**src/rtl/mdio_pkg.sv**
```systemverilog
package mdio_pkg;

  localparam int PHY_AW = 5;
  localparam int REG_AW = 5;
  localparam int DATA_W = 16;
  localparam int CNT_W  = 5;

  typedef enum logic [2:0] {
    ST_RESET,
    ST_START,
    ST_OP,
    ST_ADDR,
    ST_TA,
    ST_DATA,
    ST_IDLE
  } mdio_state_e;

  localparam logic [1:0] OP_READ  = 2'b10;
  localparam logic [1:0] OP_WRITE = 2'b01;

  // bit positions counted from the first opcode bit
  localparam logic [CNT_W-1:0] OP_LAST    = 5'd1;
  localparam logic [CNT_W-1:0] PHY_LAST   = 5'd6;
  localparam logic [CNT_W-1:0] ADDR_LAST  = 5'd11;
  localparam logic [CNT_W-1:0] WR_TA_LAST = 5'd13;
  localparam logic [CNT_W-1:0] RD_FIRST   = 5'd13;
  localparam logic [CNT_W-1:0] RD_LAST    = 5'd28;
  localparam logic [CNT_W-1:0] WR_LAST    = 5'd29;
  localparam logic [CNT_W-1:0] IDLE_LAST  = 5'd30;

  localparam logic [DATA_W-1:0] CAP_100TX_FD = 16'h4000;
  localparam logic [DATA_W-1:0] CAP_10T_FD   = 16'h1000;
  localparam logic [DATA_W-1:0] AN_DONE      = 16'h0020;
  localparam logic [DATA_W-1:0] AN_ABLE      = 16'h0008;
  localparam logic [DATA_W-1:0] LINK_UP      = 16'h0004;
  localparam logic [DATA_W-1:0] STATUS_RESET =
    CAP_100TX_FD | CAP_10T_FD | AN_DONE | AN_ABLE | LINK_UP;
  localparam int STATUS_PHY = 0;
  localparam int STATUS_REG = 1;

endpackage

```
**src/rtl/mdio_edge_det.sv**
```systemverilog
module mdio_edge_det (
  input  logic clk_i,
  input  logic rst_ni,
  input  logic mdc_i,
  output logic rise_o
);
  logic mdc_q;

  // reset high: a clock already high at reset release is not an edge
  always_ff @(posedge clk_i or negedge rst_ni) begin
    if (!rst_ni) mdc_q <= 1'b1;
    else         mdc_q <= mdc_i;
  end

  assign rise_o = mdc_i & ~mdc_q;
endmodule

```
**src/rtl/mdio_frame_fsm.sv**
```systemverilog
module mdio_frame_fsm
  import mdio_pkg::*;
(
  input  logic              clk_i,
  input  logic              rst_ni,
  input  logic              sample_i,
  input  logic              mdo_i,
  input  logic              dir_i,
  output mdio_state_e       state_o,
  output logic [CNT_W-1:0]  cnt_o,
  output logic [1:0]        op_o,
  output logic [PHY_AW-1:0] phy_o,
  output logic [REG_AW-1:0] rg_o,
  output logic              we_o,
  output logic [DATA_W-1:0] wdata_o
);
  mdio_state_e       state_q;
  logic [CNT_W-1:0]  cnt_q;
  logic [CNT_W-1:0]  cnt_inc;
  logic [1:0]        op_q;
  logic [PHY_AW-1:0] phy_q;
  logic [REG_AW-1:0] rg_q;
  logic [DATA_W-1:0] shift_q;

  assign cnt_inc = cnt_q + 1'b1;

  always_ff @(posedge clk_i or negedge rst_ni) begin
    if (!rst_ni) begin
      state_q <= ST_RESET;
      cnt_q   <= '0;
      op_q    <= '0;
      phy_q   <= '0;
      rg_q    <= '0;
      shift_q <= '0;
    end else if (sample_i) begin
      unique case (state_q)
        ST_RESET: begin
          if (!mdo_i && !dir_i) begin
            state_q <= ST_START;
            op_q    <= '0;
            phy_q   <= '0;
            rg_q    <= '0;
          end
        end
        ST_START: begin
          if (mdo_i) begin
            if (dir_i) begin
              state_q <= ST_RESET;
            end else begin
              state_q <= ST_OP;
              cnt_q   <= '0;
            end
          end
        end
        ST_OP: begin
          op_q  <= {op_q[0], mdo_i};
          cnt_q <= cnt_inc;
          if (cnt_q == OP_LAST) state_q <= ST_ADDR;
        end
        ST_ADDR: begin
          if (cnt_q <= PHY_LAST) phy_q <= {phy_q[PHY_AW-2:0], mdo_i};
          else                   rg_q  <= {rg_q[REG_AW-2:0], mdo_i};
          cnt_q <= cnt_inc;
          if (cnt_q == ADDR_LAST) state_q <= ST_TA;
        end
        ST_TA: begin
          cnt_q <= cnt_inc;
          case (op_q)
            OP_WRITE: if (cnt_q == WR_TA_LAST) state_q <= ST_DATA;
            OP_READ:  state_q <= ST_DATA;
            default:  state_q <= ST_RESET;
          endcase
        end
        ST_DATA: begin
          cnt_q <= cnt_inc;
          if (op_q == OP_WRITE) begin
            shift_q <= {shift_q[DATA_W-2:0], mdo_i};
            if (cnt_q == WR_LAST) state_q <= ST_IDLE;
          end else if (cnt_q == RD_LAST) begin
            state_q <= ST_IDLE;
          end
        end
        ST_IDLE: begin
          cnt_q <= cnt_inc;
          if (cnt_q == IDLE_LAST) state_q <= ST_RESET;
        end
        default: state_q <= ST_RESET;
      endcase
    end
  end

  assign state_o = state_q;
  assign cnt_o   = cnt_q;
  assign op_o    = op_q;
  assign phy_o   = phy_q;
  assign rg_o    = rg_q;
  // commit on the edge that carries the last data bit
  assign we_o    = sample_i && (state_q == ST_DATA) && (op_q == OP_WRITE)
                   && (cnt_q == WR_LAST);
  assign wdata_o = {shift_q[DATA_W-2:0], mdo_i};
endmodule

```
**src/rtl/mdio_reg_file.sv**
```systemverilog
module mdio_reg_file
  import mdio_pkg::*;
#(
  parameter int NUM_PHY = 2
) (
  input  logic              clk_i,
  input  logic              rst_ni,
  input  logic              we_i,
  input  logic [PHY_AW-1:0] phy_i,
  input  logic [REG_AW-1:0] rg_i,
  input  logic [DATA_W-1:0] wdata_i,
  output logic [DATA_W-1:0] rdata_o
);
  localparam int NUM_REG = 1 << REG_AW;

  logic [DATA_W-1:0] regs_q [NUM_PHY][NUM_REG];

  function automatic logic [DATA_W-1:0] rst_val(input int p, input int r);
    return (p == STATUS_PHY && r == STATUS_REG) ? STATUS_RESET : '0;
  endfunction

  always_ff @(posedge clk_i or negedge rst_ni) begin
    if (!rst_ni) begin
      for (int p = 0; p < NUM_PHY; p++)
        for (int r = 0; r < NUM_REG; r++)
          regs_q[p][r] <= rst_val(p, r);
    end else if (we_i) begin
      for (int p = 0; p < NUM_PHY; p++)
        for (int r = 0; r < NUM_REG; r++)
          if (phy_i == PHY_AW'(p) && rg_i == REG_AW'(r))
            regs_q[p][r] <= wdata_i;
    end
  end

  // unmatched addresses (absent PHYs) read as zero
  always_comb begin
    rdata_o = '0;
    for (int p = 0; p < NUM_PHY; p++)
      for (int r = 0; r < NUM_REG; r++)
        if (phy_i == PHY_AW'(p) && rg_i == REG_AW'(r))
          rdata_o = regs_q[p][r];
  end
endmodule

```
**src/rtl/mdio_mgmt_slave.sv**
```systemverilog
module mdio_mgmt_slave
  import mdio_pkg::*;
#(
  parameter int NUM_PHY = 2
) (
  input  logic clk_i,
  input  logic rst_ni,
  input  logic mdc_i,
  input  logic mdo_i,
  input  logic dir_i,
  output logic mdi_o
);
  localparam logic [DATA_W-1:0] RD_MSB = {1'b1, {(DATA_W-1){1'b0}}};

  logic              sample;
  mdio_state_e       state;
  logic [CNT_W-1:0]  bit_cnt;
  logic [1:0]        op;
  logic [PHY_AW-1:0] phy;
  logic [REG_AW-1:0] rg;
  logic              wr_en;
  logic [DATA_W-1:0] wr_data;
  logic [DATA_W-1:0] rd_data;
  logic [CNT_W-1:0]  rd_off;
  logic              rd_drive;
  logic              mdi_q;

  mdio_edge_det u_edge (
    .clk_i  (clk_i),
    .rst_ni (rst_ni),
    .mdc_i  (mdc_i),
    .rise_o (sample)
  );

  mdio_frame_fsm u_fsm (
    .clk_i    (clk_i),
    .rst_ni   (rst_ni),
    .sample_i (sample),
    .mdo_i    (mdo_i),
    .dir_i    (dir_i),
    .state_o  (state),
    .cnt_o    (bit_cnt),
    .op_o     (op),
    .phy_o    (phy),
    .rg_o     (rg),
    .we_o     (wr_en),
    .wdata_o  (wr_data)
  );

  mdio_reg_file #(.NUM_PHY(NUM_PHY)) u_regs (
    .clk_i   (clk_i),
    .rst_ni  (rst_ni),
    .we_i    (wr_en),
    .phy_i   (phy),
    .rg_i    (rg),
    .wdata_i (wr_data),
    .rdata_o (rd_data)
  );

  assign rd_drive = (state == ST_DATA) && (op == OP_READ) && dir_i;
  assign rd_off   = bit_cnt - RD_FIRST;

  always_ff @(posedge clk_i or negedge rst_ni) begin
    if (!rst_ni)     mdi_q <= 1'b0;
    else if (sample) mdi_q <= rd_drive && |(rd_data & (RD_MSB >> rd_off));
  end

  assign mdi_o = mdi_q;
endmodule

```
**config.mk**
```make
export PLATFORM = sky130hd
export DESIGN_NAME = mdio_mgmt_slave
export DESIGN_NICKNAME = d
export VERILOG_FILES = /design/src/rtl/mdio_pkg.sv /design/src/rtl/mdio_edge_det.sv /design/src/rtl/mdio_frame_fsm.sv /design/src/rtl/mdio_reg_file.sv /design/src/rtl/mdio_mgmt_slave.sv
export SDC_FILE = /design/constraint.sdc
export NUM_CORES = 2
export LEC_CHECK = 0
export ABC_AREA = 1
export BUFFER_PORTS_ARGS = -buffer_cell sky130_fd_sc_hd__buf_2
export CORE_MARGIN = 1
export CORE_UTILIZATION = 40
export DETAILED_ROUTE_END_ITERATION = 8
export GPL_ROUTABILITY_DRIVEN = 0
export PLACE_DENSITY_LB_ADDON = 0.1
export SYNTH_ARGS = -nofsm -noshare
export SYNTH_HDL_FRONTEND = slang
export SYNTH_SLANG_ARGS = --single-unit
```
**constraint.sdc**
```tcl
create_clock -name clk_i -period 5.4 [get_ports clk_i]
set_input_delay 0.27 -clock clk_i [delete_from_list [all_inputs] [get_ports clk_i]]
set_output_delay 0.27 -clock clk_i [all_outputs]
set_load 0.01 [all_outputs]
```
==> results.sh <==
export IMPL_synthTopCellsByArea="dfrtp_1 56%, nand2_1 17%, o21ai_0 12%"
export IMPL_synth_top_family_by_area="simple AND/OR/NAND/NOR gates"
export IMPL_ir_drop_mv=0.256
export IMPL_worst_setup_path_end_kind="flip-flop"
export IMPL_die_height_um=346
export IMPL_start_util=0.405
export IMPL_start_kind="flip-flop"
export IMPL_slew_headroom=0.274
export IMPL_die_area_um2=119000
export IMPL_syn_area_um2=47200
export IMPL_synth_compound_area_share=0.132
export IMPL_via_per_inst=5.14
export IMPL_violations="setup timing"
export IMPL_num_fill_cells=11800
export IMPL_synth_seq_area_share=0.562
export IMPL_syn_to_final_growth_pct=13.8
export IMPL_grt_max_degree=170
export IMPL_fin_worst_hold_slack_ns=0.0402
export IMPL_firstDrtPassIters=6
export IMPL_slew_violations=0
export IMPL_root_buffer="clkbuf_16"
export IMPL_synth_most_common_cell="nand2_1"
export IMPL_multi_input_area_um2=17900
export IMPL_finalSetupViolations=1
export IMPL_io_pins=6
export IMPL_routedWlPerCell_um=18.8
export IMPL_synth_common_cells="2078 x nand2_1, 1086 x o21ai_0, 1055 x dfrtp_1"
export IMPL_cts_tree="done"
export IMPL_synthAdderAreaFrac=0.00212
export IMPL_grt_overflow_total=0
export IMPL_drive_gt1_frac=0.0986
export IMPL_seqCellArea_um2=26600
export IMPL_avgSynthCellArea_um2=8.05
export IMPL_finalCritPeriodShare=1.00
export IMPL_synth_top_area_share=0.559
export IMPL_synth_simple_gate_area_share=0.241
export IMPL_power_density_nw_per_um2=346
export IMPL_yosys_area_top_type="dfrtp_1"
export IMPL_hold_class="primary input to flip-flop"
export IMPL_wl_um=140000
export IMPL_grt_usage=0.237
export IMPL_status="complete, but fails checks"
export IMPL_htreeDepth=3
export IMPL_synthDistinctLibCells=33
export IMPL_slowest_stage="dfrtp_1"
export IMPL_numPortBuffers=5
export IMPL_setup_slack_ns=-0.0267
export IMPL_synthXorXnorAreaFrac=0.000556
export IMPL_ys_ff_latch=1061
export IMPL_syn_num_nets=5882
export IMPL_synthArstFlopShare=1.00
export IMPL_synth_yosys_warnings=0
export IMPL_vias=38300
export IMPL_cp_top_family="simple AND/OR/NAND/NOR gates"
export IMPL_fmax_ghz=0.184
export IMPL_rsz0062_at_grt="yes"
export IMPL_cp_slowest_stage_delay_ns=0.41
export IMPL_antenna_found_initial=1
export IMPL_skew_ns=0.0188
export IMPL_row_count=125
export IMPL_numClockSinks=1061
export IMPL_synth_edf_count=0
export IMPL_core_area_um2=117000
export IMPL_crit_fanout=8
export IMPL_grt_pass1_vias=37200
export IMPL_cts_buffers=119
export IMPL_synth_mux_area_frac=0
export IMPL_grt_pass1_wl_um=224000
export IMPL_dp_final_hpwl_um=89500
export IMPL_path_class="flip-flop to flip-flop"
export IMPL_cp_common_cell="nand4_1"
export IMPL_clock_latency_ns=0.72
export IMPL_fin_crit_ns=5.43
export IMPL_path_buf_inv=1
export IMPL_die_x_um=346
export IMPL_fin_nets=5854
export IMPL_cts_clk_slew_worst_paths_ns=0.06
export IMPL_ant_nets=0
export IMPL_drc=0
export IMPL_leakage_nw=23.7
export IMPL_tightest_slew_ns=1.09
export IMPL_final_cells=7460
export IMPL_place_inst=7241
export IMPL_arrival_ns=6.04
export IMPL_maxCapViolCount=0
export IMPL_required_ns=6.01
export IMPL_drtIter0Drc=3432
export IMPL_synthCells=5869
export IMPL_synthFlopType="dfrtp_1"
export IMPL_finalHoldViolCount=0
export IMPL_clockBufferDepth=3
-- flip-flops by register name, indices dropped and copies added, names as in the netlist --
name           count
mdi_o              1
u_fsm.op_o         2
u_regs.regs_q   1024
u_fsm.state_o      3
u_fsm.cnt_o        5
u_fsm.rg_o         5
u_fsm.shift_q     15
u_fsm.phy_o        5
u_edge.mdc_q       1
-- kinds of logic after synthesis --
| logic type | after synthesis |
|---|---|
| compound gates | 1239 |
| flops | 1061 |
| fa+ha+maj | 8 |
| buf+inv | 767 |
| xor+xnor | 3 |
| simple gates | 2791 |
-- per-layer routing --
layer	wire length [um]	vias to the layer above	share of wire	global-route usage
met2	62600	718	0.45	0.368
met3	6710	183	0.048	0.0370
met5	0	-	0	0
li1	-	18800	-	-
met4	3160	0	0.023	0.0594
met1	67700	18600	0.48	0.346
-- cells in the final DEF (no fill, tap or decap), types with 15 or more instances in the layout --
master,netlist,final
nand2_1,2078,2076
o21ai_0,1086,1086
dfrtp_1,1055,1055
inv_1,340,325
nor2_1,306,274
buf_4,2,235
nand4_1,214,214
a21oi_1,128,124
clkbuf_16,0,119
nand3_1,77,75
or2_2,55,55
nor2_2,9,40
inv_2,17,33
clkbuf_8,0,33
nor3_1,32,32
clkbuf_1,391,31
clkinv_2,0,15
-- timing repair --
item,in CTS,in global routing
gates resized for setup,26,10
hold buffers,3,0
hold endpoints to repair,76,0
endpoints found under the setup margin,1,1
setup buffers,0,0
pin swaps,4,4
-- final timing paths --
path	start	end	slack [ns]	cells past startpoint
worst min register to register	u_regs.regs_q[187]$_DFFE_PN0P_	u_regs.regs_q[187]$_DFFE_PN0P_	0.47	2
worst max register to register	u_fsm.rg_o[0]$_DFFE_PN0P_	mdi_o$_DFFE_PN0P_	-0.03	40
min in group asynchronous	rst_ni	u_regs.regs_q[674]$_DFFE_PN0P_	0.17	2
worst max-delay path	u_fsm.rg_o[0]$_DFFE_PN0P_	mdi_o$_DFFE_PN0P_	-0.03	40
max in group asynchronous	rst_ni	u_regs.regs_q[154]$_DFFE_PN0P_	3.68	3
worst min-delay path	mdo_i	u_fsm.op_o[1]$_DFFE_PN0P_	0.04	5
-- through the flow --
step / power (mW) / instance area (um^2) / worst slack [ns] / utilization / TNS (ns)
floorplan: 9.44 / 47200 / 1.58 / - / 0
global placement: 10.5 / 49700 / -0.371 / 0.426 / -0.371
detailed placement: 10.5 / 49700 / -0.382 / 0.426 / -0.382
CTS: 18.8 / 53700 / -0.144 / 0.460 / -0.144
global route: 19.3 / 53700 / -0.545 / 0.461 / -0.545
finish: 18.6 / 53700 / -0.0267 / 0.461 / -0.0267
-- worst min-delay path, stage by stage --
cell	delay [ns]
buf_2	0.11
nor2_1	0.07
nand3_1	0.09
nand2_1	0.07
o22ai_1	0.10
-- area by class of cell --
type | instances | area share
Sequential cell | 1061 | 0.494
Multi-Input combinational cell | 4041 | 0.333
Clock buffer | 183 | 0.0660
Timing Repair Buffer | 257 | 0.0391
Tap cell | 1524 | 0.0355
Inverter | 361 | 0.0252
Clock inverter | 31 | 0.00703
Antenna cell | 2 | 0.0000931
-- where the power goes --
part	total (mW)	switching, mW	internal, mW
sequential	8.08	0.0593	8.02
combinational	2.34	1.63	0.713
clock	8.15	3.37	4.78
Note: power is estimated with default switching activity, not from simulation.
